==> config.mk <==
export PLATFORM = sky130hd
export DESIGN_NAME = serial_wiper_rx
export DESIGN_NICKNAME = d
export VERILOG_FILES = /design/src/rtl/srx_pkg.sv /design/src/rtl/srx_sync.sv /design/src/rtl/srx_shifter.sv /design/src/rtl/srx_decode.sv /design/src/rtl/serial_wiper_rx.sv
export SDC_FILE = /design/constraint.sdc
export NUM_CORES = 1
export LEC_CHECK = 0
export ABC_CLOCK_PERIOD_IN_PS = 1950
export BUFFER_PORTS_ARGS = -buffer_cell sky130_fd_sc_hd__buf_4
export CORE_MARGIN = 10
export CORE_UTILIZATION = 59
export CTS_CLUSTER_DIAMETER = 50
export DETAILED_ROUTE_END_ITERATION = 16
export PLACE_DENSITY = 0.78
export SLEW_MARGIN = 0
export SYNTH_ARGS = -nofsm -noshare
export SYNTH_HDL_FRONTEND = slang
export SYNTH_SLANG_ARGS = --single-unit
export TNS_END_PERCENT = 5
==> constraint.sdc <==
create_clock -name clk -period 1.95 [get_ports clk]
set_input_delay 0 -clock clk [delete_from_list [all_inputs] [get_ports clk]]
set_output_delay 0 -clock clk [all_outputs]
set_load 0.03 [all_outputs]
==> src/rtl/srx_pkg.sv <==
package srx_pkg;
  localparam int CMD_W = 4;

  typedef enum logic [CMD_W-1:0] {
    CMD_NOP  = 4'd0,
    CMD_WR   = 4'd1,
    CMD_RDBK = 4'd2
  } cmd_e;
endpackage

==> src/rtl/srx_sync.sv <==
module srx_sync #(
  parameter int W = 3,
  parameter int STAGES = 2,
  parameter logic [W-1:0] RST_VAL = '0
) (
  input  logic         clk,
  input  logic         rst,
  input  logic [W-1:0] in_i,
  output logic [W-1:0] out_o
);
  logic [STAGES-1:0][W-1:0] st;

  always_ff @(posedge clk) begin
    if (rst) begin
      for (int s = 0; s < STAGES; s++) st[s] <= RST_VAL;
    end else begin
      st[0] <= in_i;
      for (int s = 1; s < STAGES; s++) st[s] <= st[s-1];
    end
  end

  assign out_o = st[STAGES-1];
endmodule

==> src/rtl/srx_shifter.sv <==
module srx_shifter #(
  parameter int FRAME_W = 16
) (
  input  logic               clk,
  input  logic               rst,
  input  logic               sclk_s,
  input  logic               sync_n_s,
  input  logic               din_s,
  input  logic               load_en_i,
  input  logic [FRAME_W-1:0] load_val_i,
  output logic               commit_o,
  output logic [FRAME_W-1:0] frame_o,
  output logic               sdo_low_o
);
  localparam int CNT_W = $clog2(FRAME_W + 2);
  localparam logic [CNT_W-1:0] CNT_MAX = CNT_W'(FRAME_W + 1);
  localparam logic [CNT_W-1:0] CNT_OK  = CNT_W'(FRAME_W);

  logic               sclk_d, sync_d;
  logic [CNT_W-1:0]   cnt;
  logic [FRAME_W-1:0] shreg;
  logic               sclk_fall, sync_fall, sync_rise;

  assign sclk_fall = sclk_d & ~sclk_s;
  assign sync_fall = sync_d & ~sync_n_s;
  assign sync_rise = ~sync_d & sync_n_s;

  always_ff @(posedge clk) begin
    if (rst) begin
      sclk_d    <= 1'b0;
      sync_d    <= 1'b1;
      cnt       <= '0;
      shreg     <= '0;
      commit_o  <= 1'b0;
      frame_o   <= '0;
      sdo_low_o <= 1'b0;
    end else begin
      sclk_d   <= sclk_s;
      sync_d   <= sync_n_s;
      commit_o <= 1'b0;
      if (sync_fall) begin
        cnt <= '0;
      end else if (!sync_n_s && sclk_fall) begin
        shreg <= {shreg[FRAME_W-2:0], din_s};
        if (cnt != CNT_MAX) cnt <= cnt + 1'b1;
      end
      if (sync_rise && cnt == CNT_OK) begin
        commit_o <= 1'b1;
        frame_o  <= shreg;
      end
      if (load_en_i) shreg <= load_val_i;
      sdo_low_o <= !sync_n_s && !shreg[FRAME_W-1];
    end
  end
endmodule

==> src/rtl/srx_decode.sv <==
module srx_decode
  import srx_pkg::*;
#(
  parameter int FRAME_W = 16,
  parameter int WIPER_W = 10,
  parameter int RESET_POS = 512
) (
  input  logic               clk,
  input  logic               rst,
  input  logic               commit_i,
  input  logic [FRAME_W-1:0] frame_i,
  output logic [WIPER_W-1:0] wiper_o,
  output logic               update_o,
  output logic               load_en_o,
  output logic [FRAME_W-1:0] load_val_o
);
  localparam int HDR_W = FRAME_W - WIPER_W;

  logic [HDR_W-1:0]   hdr;
  logic [WIPER_W-1:0] data;

  assign hdr  = frame_i[FRAME_W-1 -: HDR_W];
  assign data = frame_i[WIPER_W-1:0];

  always_ff @(posedge clk) begin
    if (rst) begin
      wiper_o   <= WIPER_W'(RESET_POS);
      update_o  <= 1'b0;
      load_en_o <= 1'b0;
    end else begin
      update_o  <= 1'b0;
      load_en_o <= 1'b0;
      if (commit_i) begin
        if (hdr == HDR_W'(CMD_WR)) begin
          wiper_o  <= data;
          update_o <= 1'b1;
        end else if (hdr == HDR_W'(CMD_RDBK)) begin
          load_en_o <= 1'b1;
        end
      end
    end
  end

  assign load_val_o = FRAME_W'(wiper_o);
endmodule

==> src/rtl/serial_wiper_rx.sv <==
module serial_wiper_rx #(
  parameter int FRAME_W = 16,
  parameter int WIPER_W = 10,
  parameter int SYNC_STAGES = 2,
  parameter int RESET_POS = 512
) (
  input  logic               clk,
  input  logic               rst,
  input  logic               sclk_i,
  input  logic               sync_n_i,
  input  logic               din_i,
  output logic               sdo_low_o,
  output logic [WIPER_W-1:0] wiper_o,
  output logic               update_o
);
  logic               sclk_s, sync_n_s, din_s;
  logic               commit, load_en;
  logic [FRAME_W-1:0] frame, load_val;

  srx_sync #(.W(3), .STAGES(SYNC_STAGES), .RST_VAL(3'b100)) u_sync (
    .clk(clk), .rst(rst),
    .in_i({sync_n_i, sclk_i, din_i}),
    .out_o({sync_n_s, sclk_s, din_s})
  );

  srx_shifter #(.FRAME_W(FRAME_W)) u_shift (
    .clk(clk), .rst(rst),
    .sclk_s(sclk_s), .sync_n_s(sync_n_s), .din_s(din_s),
    .load_en_i(load_en), .load_val_i(load_val),
    .commit_o(commit), .frame_o(frame), .sdo_low_o(sdo_low_o)
  );

  srx_decode #(.FRAME_W(FRAME_W), .WIPER_W(WIPER_W), .RESET_POS(RESET_POS)) u_dec (
    .clk(clk), .rst(rst),
    .commit_i(commit), .frame_i(frame),
    .wiper_o(wiper_o), .update_o(update_o),
    .load_en_o(load_en), .load_val_o(load_val)
  );
endmodule

==> summary.txt, run 1 <==
Clock tree
  • Buffer depth of the longest clock path: 2
  • Number of gates given a new drive strength after cts: 0
  • Clk root buf: clkbuf_8
  • Clk sinks: 59
  • Number of H-tree branching levels: 3
  • Clock latency on the worst-skew pair: approximately 330 ps
  • Clock tree from TritonCTS: done
  • Clock slew at the register clock pins of the worst setup and hold paths: ~60 ps
  • Clock buffer count from CTS: 9

Synth
  • Post-synthesis net count: between 200 and 300
  • Count of warnings emitted by yosys: 0
  • Number of synthesized flops with an enable pin: 0
  • Count of different cell masters after synthesis: 34
  • Post-Syn Area: about 2400 um^2
  • Sequential-to-total area share from yosys stat: 0.4853
  • Synth area leaders: dfxtp_1 (49%), mux2i_1 (12%), nor2_1 (4.0%), nand2_1 (3.9%), nor3_1 (3.7%)
  • Leading area contributor after synthesis: dfxtp_1
  • Async set-reset flop share out of synthesis: 0
  • Main flop type after synthesis: dfxtp_1
  • Most frequent cell after synthesis: dfxtp_1
  • Post-synthesis cell count: roughly 250
  • Post-synthesis area per instance: 9.773 um^2
  • List of most frequent post-synthesis cells: dfxtp_1 (59), mux2i_1 (28), nor2_1 (26), nand2_1 (25), nor3_1 (18)
  • Count of state elements after synthesis: 59
  • Area share of the leading cell type in the synthesized netlist: 0.4853

Global route
  • Maximum number of pins on one net before global-route repair: 31
  • Total global-route track usage: 0.1459
  • Number of antenna violations at the first check in global routing: 0
  • Wire length of the first global-routing pass: 8528 um
  • Total congestion overflow after global routing: 0
  • Number of global-route vias before repair: ~1800

Placed design
  • Final HPWL from detailed placement: roughly 3200 um
  • Number of port buffers: 16
  • Weighted congestion reported at the end of routability-driven placement: between 0.8 and 0.9

Detailed routing
  • Length of the first detailed-routing pass in iterations: 6
  • Violation count after the first detailed-route iteration: 68
  • Routed WL: 4879 um
  • Avg Vias per Cell: approximately 5.6
  • Final routed wire length divided by cell count: around 15 um
  • Detail Route Antenna Nets: 0
  • Total number of vias: 1799
  • Residual DRC: 0

Floorplanning
  • Total number of placement rows: 23
  • Die footprint: a little over 7000 um^2
  • Standard cell core area: approximately 4000 um^2
  • Die span in x: 84.23 um
  • Starting density of the core: 0.6084
  • Y dimension of the die: roughly 84 um
  • Num ports: 17

STA
  • Period utilisation layout: 0.8610
  • Clock skew after layout: 6.415 ps
  • Final hold violation count: 0
  • Final-report setup violation count: 0
  • Fin Setup TNS: 0 ps
  • Fin Hold WS: around 50 ps
  • Final worst path period need: about 1700 ps
  • Max Slew Vio Count: 0
  • Unrepaired setup endpoints after global routing: no
  • Upper clock frequency limit: 0.5956 GHz
  • Rel. slew slack: 0.6849
  • Slew of the pin with the lowest slew margin: 472.1 ps

Worst setup path
  • Slowest library cell on the worst path: or4_4
  • Worst setup SP type: flip-flop
  • Data required, critical path: around 2200 ps
  • Crit path arrival time: around 1900 ps
  • Worst Path Class, Setup: reg2reg
  • Worst Setup SP: u_shift.frame_o[12]
  • Largest fanout on the critical path: 12
  • Startpoint of the lowest-slack register-to-register path: u_shift.frame_o[12]
  • Worst path cell trace: or4_4 > or2_1 > a31o_1
  • Type of element capturing the critical path: flip-flop
  • Worst stage delay on the critical path: ~610 ps
  • Setup slack of the worst register-to-register path: 270 ps

Hold path
  • Hold path startpoint: rst
  • Class of the most critical hold timing path: in2reg

Power and ir drop
  • Cell internal power dissipation: 1.720 mW
  • Pwr per Cell Area: between 700 and 800 nW/um^2
  • Switching power as a share of total power: 0.2191
  • Sequential Power Share: 0.554
  • Switching Power: between 400 and 500 uW
  • Leakage power total: 0.9894 nW
  • Max rail drop VDD: 0.0006184 V
  • Logic pwr share: 0.027
  • Clock share of power: 0.419

Job
  • Max-cap violation count: 0

Finish
  • Diode insertion count for antenna repair: 0
  • Fillers: 303
  • Layout overhead on the synthesized area: 14.40%
  • Share of post-route cells with drive strength above 1: 0.1624
  • Total Nets Final: roughly 280

Status
  • Status: complete, no violations
## power groups by stage
stage | Clock, mW | Sequential [mW] | Combinational, mW
finish | 0.924 | 1.22 | 0.0590
CTS | 0.941 | 1.22 | 0.0584
floorplan | 0 | 1.24 | 0.0380
global placement | 0 | 1.25 | 0.0532
global route | 0.989 | 1.22 | 0.0652
detailed placement | 0 | 1.25 | 0.0535
## path summary, 6_finish.rpt
kind                 endpoint  cells after the start
max          u_dec.wiper_o[6]                      3
min           u_sync.out_o[0]                      2
max reg2reg  u_dec.wiper_o[6]                      3
min reg2reg   u_sync.out_o[2]                      1
## layer usage
metal / part of all wire / wire length, um / GRT usage
met3: 0.048 / 236 / 0.06377
met2: 0.46 / 2232 / 0.2261
met5: 0 / 0 / 0
met4: 0.017 / 85 / 0.06240
met1: 0.48 / 2325 / 0.1710
## repair_timing
action | CTS | global route
hold endpoints to repair | 3 | 0
hold buffers | 3 | 0
setup buffers | 0 | 0
## layout by cell type, fill, tap and decap left out
cell type and instances:
nand4b_1 1, clkbuf_1 2, nor4b_4 1, or4_4 1, dlygate4sd3_1 3, buf_4 20
buf_12 2, a311oi_1 1, nor2_1 26, nand2_1 25, nor3b_1 3, a31o_1 9
or2_2 2, ha_1 3, or2_1 1, nor2b_1 5, nor3_1 18, a2111oi_0 5
o21ai_0 2, mux2i_1 28, nor3_4 1, nor4_1 1, a31oi_1 1, a2111oi_2 4
clkinv_2 3, nand4_1 2, inv_1 7, dfxtp_1 59, a21oi_1 1, nand3b_1 2
a211o_1 3, nand2b_1 9, o211ai_1 8, or3b_1 1, clkbuf_8 10, clkinv_1 1
## area by class of cell
class	count	area [um^2]	area share
Multi-Input combinational cell	164	1130	0.4058
Clock inverter	3	15.01	0.005393
Timing Repair Buffer	25	220.2	0.07910
Clock buffer	12	145.1	0.05213
Sequential cell	59	1181	0.4243
Tap cell	50	62.56	0.02247
Inverter	8	30.03	0.01079
## flip-flops by register name, summed over array words and instances, names as in the netlist
register,flops
u_dec.update_o,1
u_shift.commit_o,1
u_shift.shreg,16
u_dec.load_en_o,1
u_shift.sdo_low_o,1
u_dec.wiper_o,10
u_shift.cnt,5
u_shift.sclk_d,1
u_shift.sync_d,1
u_shift.frame_o,16
u_sync.out_o,3
u_sync.st,3
## through the flow
step / power, mW / cell area (um^2) / cells / setup slack (ps) / util
after floorplan: 1.282 / 2434 / 249 / 453.7 / -
after global placement: 1.299 / 2594 / 303 / 303.2 / 0.6484
after detailed placement: 1.300 / 2594 / 303 / 273.3 / 0.6484
after CTS: 2.219 / 2784 / 321 / 259.4 / 0.6960
after global routing: 2.274 / 2784 / 321 / 203.1 / 0.6960
final: 2.202 / 2784 / 321 / 271.0 / 0.6960
## worst max-delay path, delay by kind of cell (launching register included)
family	cells	cell delay [ps]
AOI/OAI and AO/OA	1	260
DFF	1	310
and+or+nand+nor	2	1000
## logic make-up (layout without fill, tap and decap cells)
group / count (synthesis) / count (layout) / synth area share
AO/OA/AOI/OAI: 34 / 34 / 0.1229
adder cells (fa/ha/maj): 3 / 3 / 0.01543
buffers and inverters: 26 / 48 / 0.05038
flip-flops: 59 / 59 / 0.4853
multiplexers: 28 / 28 / 0.1152
AND/OR/NAND/NOR: 99 / 99 / 0.2108
Note: power is estimated with default switching activity, not from simulation.
==> inputs of run 2 (changes only) <==
--- a/config.mk
+++ b/config.mk
@@ -7,11 +7,13 @@
 export LEC_CHECK = 0
 export ABC_CLOCK_PERIOD_IN_PS = 1950
 export BUFFER_PORTS_ARGS = -buffer_cell sky130_fd_sc_hd__buf_4
+export CELL_PAD_IN_SITES_DETAIL_PLACEMENT = 0
+export CELL_PAD_IN_SITES_GLOBAL_PLACEMENT = 1
 export CORE_MARGIN = 10
-export CORE_UTILIZATION = 59
+export CORE_UTILIZATION = 46
 export CTS_CLUSTER_DIAMETER = 50
 export DETAILED_ROUTE_END_ITERATION = 16
-export PLACE_DENSITY = 0.78
+export PLACE_DENSITY_LB_ADDON = 0.1
 export SLEW_MARGIN = 0
 export SYNTH_ARGS = -nofsm -noshare
 export SYNTH_HDL_FRONTEND = slang
==> run 2 against run 1 <==
Effect of this change: clock skew fell by 0.81 ps; final area rose by 2.1%; cell count rose by 6.5%; routed wire length rose by 3.5%; sequential cell count did not move; power rose by 6.8%; combinational power barely moved; largest power group unchanged.
==> summary.txt, run 2 (same netlist as run 1, synthesis figures left out) <==
Detailed routing
  • Avg Vias per Cell: 5.287 (-5.7%)
  • Total number of vias: 1808 (+0.50%)
  • Detail Route Antenna Nets: 0 (unchanged)
  • Routed WL: 5051 um (+3.5%)
  • Final routed wire length divided by cell count: 14.77 um (-2.8%)
  • Length of the first detailed-routing pass in iterations: 4 (-2)
  • Residual DRC: 0 (unchanged)
  • Violation count after the first detailed-route iteration: 70 (+2.9%)

Hold path
  • Class of the most critical hold timing path: in2reg

Clock tree
  • Clk root buf: clkbuf_8
  • Buffer depth of the longest clock path: 2 (unchanged)
  • Number of gates given a new drive strength after cts: 0 (unchanged)
  • Clock tree from TritonCTS: done
  • Clock slew at the register clock pins of the worst setup and hold paths: 70 ps (about the same)
  • Number of H-tree branching levels: 3 (unchanged)
  • Clock latency on the worst-skew pair: 330 ps (about the same)
  • Setup bufs post-CTS: 0 (unchanged)
  • Clk sinks: 59 (unchanged)
  • Clock buffer count from CTS: 9 (unchanged)
  • Hold buffer count at CTS: 3 (unchanged)

Power and ir drop
  • Switching Power: 503.3 uW (+4.3%)
  • Clock share of power: 0.457 (+0.038)
  • Sequential Power Share: 0.518 (-0.036)
  • Cell internal power dissipation: 1.850 mW (+7.6%)
  • Switching power as a share of total power: 0.2139 (-0.005253)
  • Logic pwr share: 0.025 (-0.002)
  • Max rail drop VDD: 0.0005757 V (-6.9%)
  • Pwr per Cell Area: 828.2 nW/um^2 (+4.7%)
  • Leakage power total: 1.009 nW (+2.0%)

Job
  • Max-cap violation count: 0 (unchanged)

Global route
  • Maximum number of pins on one net before global-route repair: 31 (unchanged)
  • Number of antenna violations at the first check in global routing: 0 (unchanged)
  • Total congestion overflow after global routing: 0 (unchanged)
  • Number of global-route vias before repair: 1797 (-1.1%)
  • Wire length of the first global-routing pass: 8776 um (+2.9%)
  • Total global-route track usage: 0.1271 (-0.01879)

STA
  • Unrepaired setup endpoints after global routing: no
  • Max Slew Vio Count: 0 (unchanged)
  • Upper clock frequency limit: 0.5837 GHz (-2.0%)
  • Fin Setup TNS: 0 ps (unchanged)
  • Slew of the pin with the lowest slew margin: 460.4 ps (-11.66 ps)
  • Final worst path period need: 1713 ps (+34.25 ps)
  • Period utilisation layout: 0.8786 (+0.01756)
  • Clock skew after layout: 5.601 ps (-0.8140 ps)
  • Rel. slew slack: 0.6927 (+0.007702)
  • Final hold violation count: 0 (unchanged)
  • Final-report setup violation count: 0 (unchanged)

Finish
  • Cell Count, Final, Fillers Out: 342 (+6.5%)
  • Leading cell types in the layout, fill and taps excluded: dfxtp_1 (59), mux2i_1 (28), nor2_1 (26), nand2_1 (25), buf_4 (20)
  • Layout overhead on the synthesized area: 16.76%
  • Share of post-route cells with drive strength above 1: 0.1728 (+0.01043)
  • Registers with the most flip-flops: u_shift.frame_o x16, u_shift.shreg x16, u_dec.wiper_o x10
  • Most frequent standard cell in the layout excluding fill and tap cells: dfxtp_1
  • Total Nets Final: 275 (unchanged)
  • Diode insertion count for antenna repair: 0 (unchanged)

Worst setup path
  • Crit path arrival time: 1940 ps (+40 ps)
  • Worst setup SP type: flip-flop
  • Worst Path Class, Setup: reg2reg
  • Type of element capturing the critical path: flip-flop
  • Largest fanout on the critical path: 12 (unchanged)
  • Data required, critical path: 2180 ps (about the same)

Placed design
  • Number of port buffers: 16 (unchanged)
  • Final HPWL from detailed placement: 3172 um (-0.94%)
  • Weighted congestion reported at the end of routability-driven placement: 0.7613 (-8.6%)
  • Placed Cells incl. Taps: 323 (+6.6%)

Status
  • Status: complete, no violations

Floorplanning
  • Die span in x: 92.74 um (+10%)
  • Starting density of the core: 0.4765 (-0.1319)
  • Y dimension of the die: 92.74 um (+10%)
  • Die footprint: 8600 um^2 (+21%)
  • Standard cell core area: 5107 um^2 (+28%)
  • Num ports: 17 (unchanged)
  • Total number of placement rows: 26 (+13%)
[run 2: changes by cell type in the layout (fill, tap and decap cells not counted), sizes merged]
cell    before  now
clkbuf      12   10
clkinv       4    6
bufinv       0    1
[run 2: metrics by stage]
step	worst slack, ps	power, mW	instance area, um^2	utilization	hold WS, ps
after floorplan	453.7	1.282	2434	-	103.8
after global placement	267.9	1.301	2619	0.5127	187.2
after detailed placement	261.6	1.302	2619	0.5127	193.0
after CTS	235.5	2.383	2841	0.5563	38.84
after global routing	185.0	2.445	2841	0.5563	57.63
final	236.8	2.353	2841	0.5563	48.96
[run 2: worst max-delay path, stage by stage, from the launching register on]
cell and delay (ps):
dfxtp_1 310, or4_4 620, or2_1 410, a31o_1 270
[run 2: path summary, 6_finish.rpt]
| path | from | endpoint | slack (ps) | cells past startpoint |
|---|---|---|---|---|
| worst max register to register | u_shift.frame_o[12] | u_dec.wiper_o[3] | 240 | 3 |
| worst min-delay path | rst | u_sync.out_o[0] | 50 | 2 |
| worst max-delay path | u_shift.frame_o[12] | u_dec.wiper_o[3] | 240 | 3 |
| worst min register to register | u_sync.st[2] | u_sync.out_o[2] | 410 | 1 |
[run 2: power groups by stage]
stage	Sequential, mW	Clock (mW)	Combinational, mW
2_1_floorplan	1.24	0	0.0380
3_3_place_gp	1.25	0	0.0548
3_5_place_dp	1.25	0	0.0549
4_1_cts	1.22	1.10	0.0601
5_1_grt	1.22	1.16	0.0654
6_report	1.22	1.07	0.0591
[run 2: metal layers]
| metal | wire length (um) | track usage | vias up |
|---|---|---|---|
| met5 | 0 | 0 | - |
| met4 | 68 | 0.05013 | 0 |
| met3 | 178 | 0.05327 | 7 |
| met2 | 2372 | 0.2047 | 22 |
| met1 | 2432 | 0.1465 | 871 |
| li1 | - | - | 908 |
[run 2: cell type report]
class,instances,area [um^2]
Fill cell,482,2266
Sequential cell,59,1181
Multi-Input combinational cell,164,1130
Timing Repair Buffer,25,220.2
Clock buffer,10,137.6
Tap cell,70,87.58
Clock inverter,6,55.05
Inverter,8,30.03
==> inputs of run 3 (changes only) <==
--- a/config.mk
+++ b/config.mk
@@ -13,6 +13,7 @@
 export CORE_UTILIZATION = 46
 export CTS_CLUSTER_DIAMETER = 50
 export DETAILED_ROUTE_END_ITERATION = 16
+export MAX_ROUTING_LAYER = met4
 export PLACE_DENSITY_LB_ADDON = 0.1
 export SLEW_MARGIN = 0
 export SYNTH_ARGS = -nofsm -noshare
==> run 3 against run 2 <==
Effect of this change: routed wire length is essentially flat; hold slack lost 2.2 ps; die area is the same; fmax grew 0.16%; power is essentially flat; sequential power is essentially flat; cell count is the same; sequential share of layout area is the same; global-route usage grew 0.37 points; utilization is the same; clock skew is essentially flat; largest power group unchanged.
==> summary.txt, run 3 (same netlist as run 1, synthesis figures left out) <==
Floorplanning
  • Standard cell core area: 5107 um^2 (unchanged)
  • Total number of placement rows: 26 (unchanged)
  • Die footprint: 8600 um^2 (unchanged)
  • Starting density of the core: 0.4765 (unchanged)
  • Die span in x: 92.74 um (unchanged)
  • Y dimension of the die: 92.74 um (unchanged)
  • Num ports: 17 (unchanged)

STA
  • Rel. slew slack: 0.6826 (-0.01008)
  • Unrepaired setup endpoints after global routing: no
  • Fin Setup TNS: 0 ps (unchanged)
  • Upper clock frequency limit: 0.5846 GHz (+0.16%)
  • Final worst path period need: 1710 ps (-2.724 ps)
  • Final hold violation count: 0 (unchanged)
  • Period utilisation layout: 0.8772 (-0.001397)
  • Clock skew after layout: 5.552 ps (-0.04921 ps)
  • Slew of the pin with the lowest slew margin: 475.6 ps (+15.23 ps)
  • Fin Hold WS: 46.73 ps (-2.233 ps)
  • Max Slew Vio Count: 0 (unchanged)
  • Final setup slack of the worst path: 239.5 ps (+2.724 ps)
  • Final-report setup violation count: 0 (unchanged)

Finish
  • Diode insertion count for antenna repair: 0 (unchanged)
  • Fillers: 482 (unchanged)
  • Total Nets Final: 275 (unchanged)
  • Leading cell types in the layout, fill and taps excluded: dfxtp_1 (59), mux2i_1 (28), nor2_1 (26), nand2_1 (25), buf_4 (20)
  • Most frequent standard cell in the layout excluding fill and tap cells: dfxtp_1
  • Share of post-route cells with drive strength above 1: 0.1728 (unchanged)
  • Registers with the most flip-flops: u_shift.frame_o x16, u_shift.shreg x16, u_dec.wiper_o x10
  • Layout overhead on the synthesized area: 16.76% (unchanged)

Placed design
  • Final HPWL from detailed placement: 3172 um (unchanged)
  • Weighted congestion reported at the end of routability-driven placement: 0.7713 (+1.3%)
  • Post-Place Worst Slack: 261.6 ps (unchanged)
  • Number of port buffers: 16 (unchanged)

Power and ir drop
  • Leakage power total: 1.009 nW (unchanged)
  • Max rail drop VDD: 0.0005755 V (about the same)
  • Switching Power: 504.2 uW (+0.18%)
  • Sequential Power Share: 0.518 (about the same)
  • Switching power as a share of total power: 0.2142 (+0.0003026)
  • Design Power: 2.354 mW (about the same)
  • Pwr per Cell Area: 828.5 nW/um^2 (about the same)
  • Clock share of power: 0.457 (about the same)
  • Logic pwr share: 0.025 (about the same)
  • Cell internal power dissipation: 1.850 mW (about the same)

Detailed routing
  • Residual DRC: 0 (unchanged)
  • Met3 WL: 154 um (-13%)
  • Max Used Layer: met4
  • Violation count after the first detailed-route iteration: 72 (+2.9%)
  • M1 WL: 2439 um (+0.29%)
  • Routed WL: 5053 um (about the same)
  • Avg Vias per Cell: 5.301 (+0.28%)
  • Total number of vias: 1813 (+0.28%)
  • Length of the first detailed-routing pass in iterations: 4 (unchanged)
  • Final routed wire length divided by cell count: 14.77 um (about the same)
  • Detail Route Antenna Nets: 0 (unchanged)
  • Sum of met2 wire segment lengths after detailed routing: 2370 um (about the same)

Worst setup path
  • Largest fanout on the critical path: 12 (unchanged)
  • Worst Setup SP: u_shift.frame_o[12]
  • Startpoint of the lowest-slack register-to-register path: u_shift.frame_o[12]
  • Crit path arrival time: 1940 ps (about the same)
  • Worst setup SP type: flip-flop
  • Type of element capturing the critical path: flip-flop
  • Data required, critical path: 2180 ps (about the same)
  • Worst Path Class, Setup: reg2reg

Global route
  • Number of global-route vias before repair: 1797 (unchanged)
  • Number of antenna violations at the first check in global routing: 0 (unchanged)
  • Wire length of the first global-routing pass: 8776 um (unchanged)
  • Total global-route track usage: 0.1308 (+0.003669)
  • Total congestion overflow after global routing: 0 (unchanged)
  • Maximum number of pins on one net before global-route repair: 31 (unchanged)

Status
  • Status: complete, no violations

Clock tree
  • Number of H-tree branching levels: 3 (unchanged)
  • Clk root buf: clkbuf_8
  • Number of gates given a new drive strength after cts: 0 (unchanged)
  • Clock tree from TritonCTS: done
  • Clock slew at the register clock pins of the worst setup and hold paths: 70 ps (about the same)
  • Clk sinks: 59 (unchanged)
  • Clock latency on the worst-skew pair: 330 ps (about the same)
  • Buffer depth of the longest clock path: 2 (unchanged)
  • Clock buffer count from CTS: 9 (unchanged)

Hold path
  • Hold path startpoint: rst
  • Class of the most critical hold timing path: in2reg

Job
  • Max-cap violation count: 0 (unchanged)
-- run 3: cell counts in the layout (fill, tap and decap cells not counted) --
Identical to the previous run, type by type.
-- run 3: what timing repair did --
item,4_1_cts,5_1_grt
endpoints found under the hold margin,3,0
hold buffers,3,0
buffers inserted,0,0
-- run 3: cell type report --
cell class | instances | area, um^2 | share of cell area
Sequential cell | 59 | 1181 | 0.4157
Clock buffer | 10 | 137.6 | 0.04844
Multi-Input combinational cell | 164 | 1130 | 0.3976
Inverter | 8 | 30.03 | 0.01057
Tap cell | 70 | 87.58 | 0.03082
Clock inverter | 6 | 55.05 | 0.01937
Timing Repair Buffer | 25 | 220.2 | 0.07750
-- run 3: critical path, stage by stage, from the launching register on --
cell     delay (ps)
dfxtp_1         310
or4_4           620
or2_1           400
a31o_1          270
-- run 3: worst paths after layout --
kind | endpoint | slack [ps] | depth (start not counted)
worst max register to register | u_dec.wiper_o[3] | 240 | 3
worst min register to register | u_sync.out_o[2] | 410 | 1
worst max-delay path | u_dec.wiper_o[3] | 240 | 3
worst min-delay path | u_sync.out_o[0] | 50 | 2
-- run 3: through the flow --
stage            util  cells  cell area, um^2
6_report       0.5563    342             2841
2_1_floorplan       -    249             2434
3_3_place_gp   0.5127    323             2619
5_1_grt        0.5563    342             2841
3_5_place_dp   0.5127    323             2619
4_1_cts        0.5563    342             2841
-- run 3: per-layer routing --
| layer | global-route usage | vias up |
|---|---|---|
| li1 | - | 907 |
| met1 | 0.1479 | 874 |
| met2 | 0.2047 | 23 |
| met3 | 0.05085 | 9 |
| met4 | 0.05013 | 0 |
| met5 | - | - |
-- run 3: power groups by stage --
stage	Clock [mW]	Sequential, mW	Combinational [mW]
global placement	0	1.25	0.0548
floorplan	0	1.24	0.0380
detailed placement	0	1.25	0.0549
finish	1.08	1.22	0.0590
CTS	1.10	1.22	0.0601
global route	1.16	1.22	0.0654
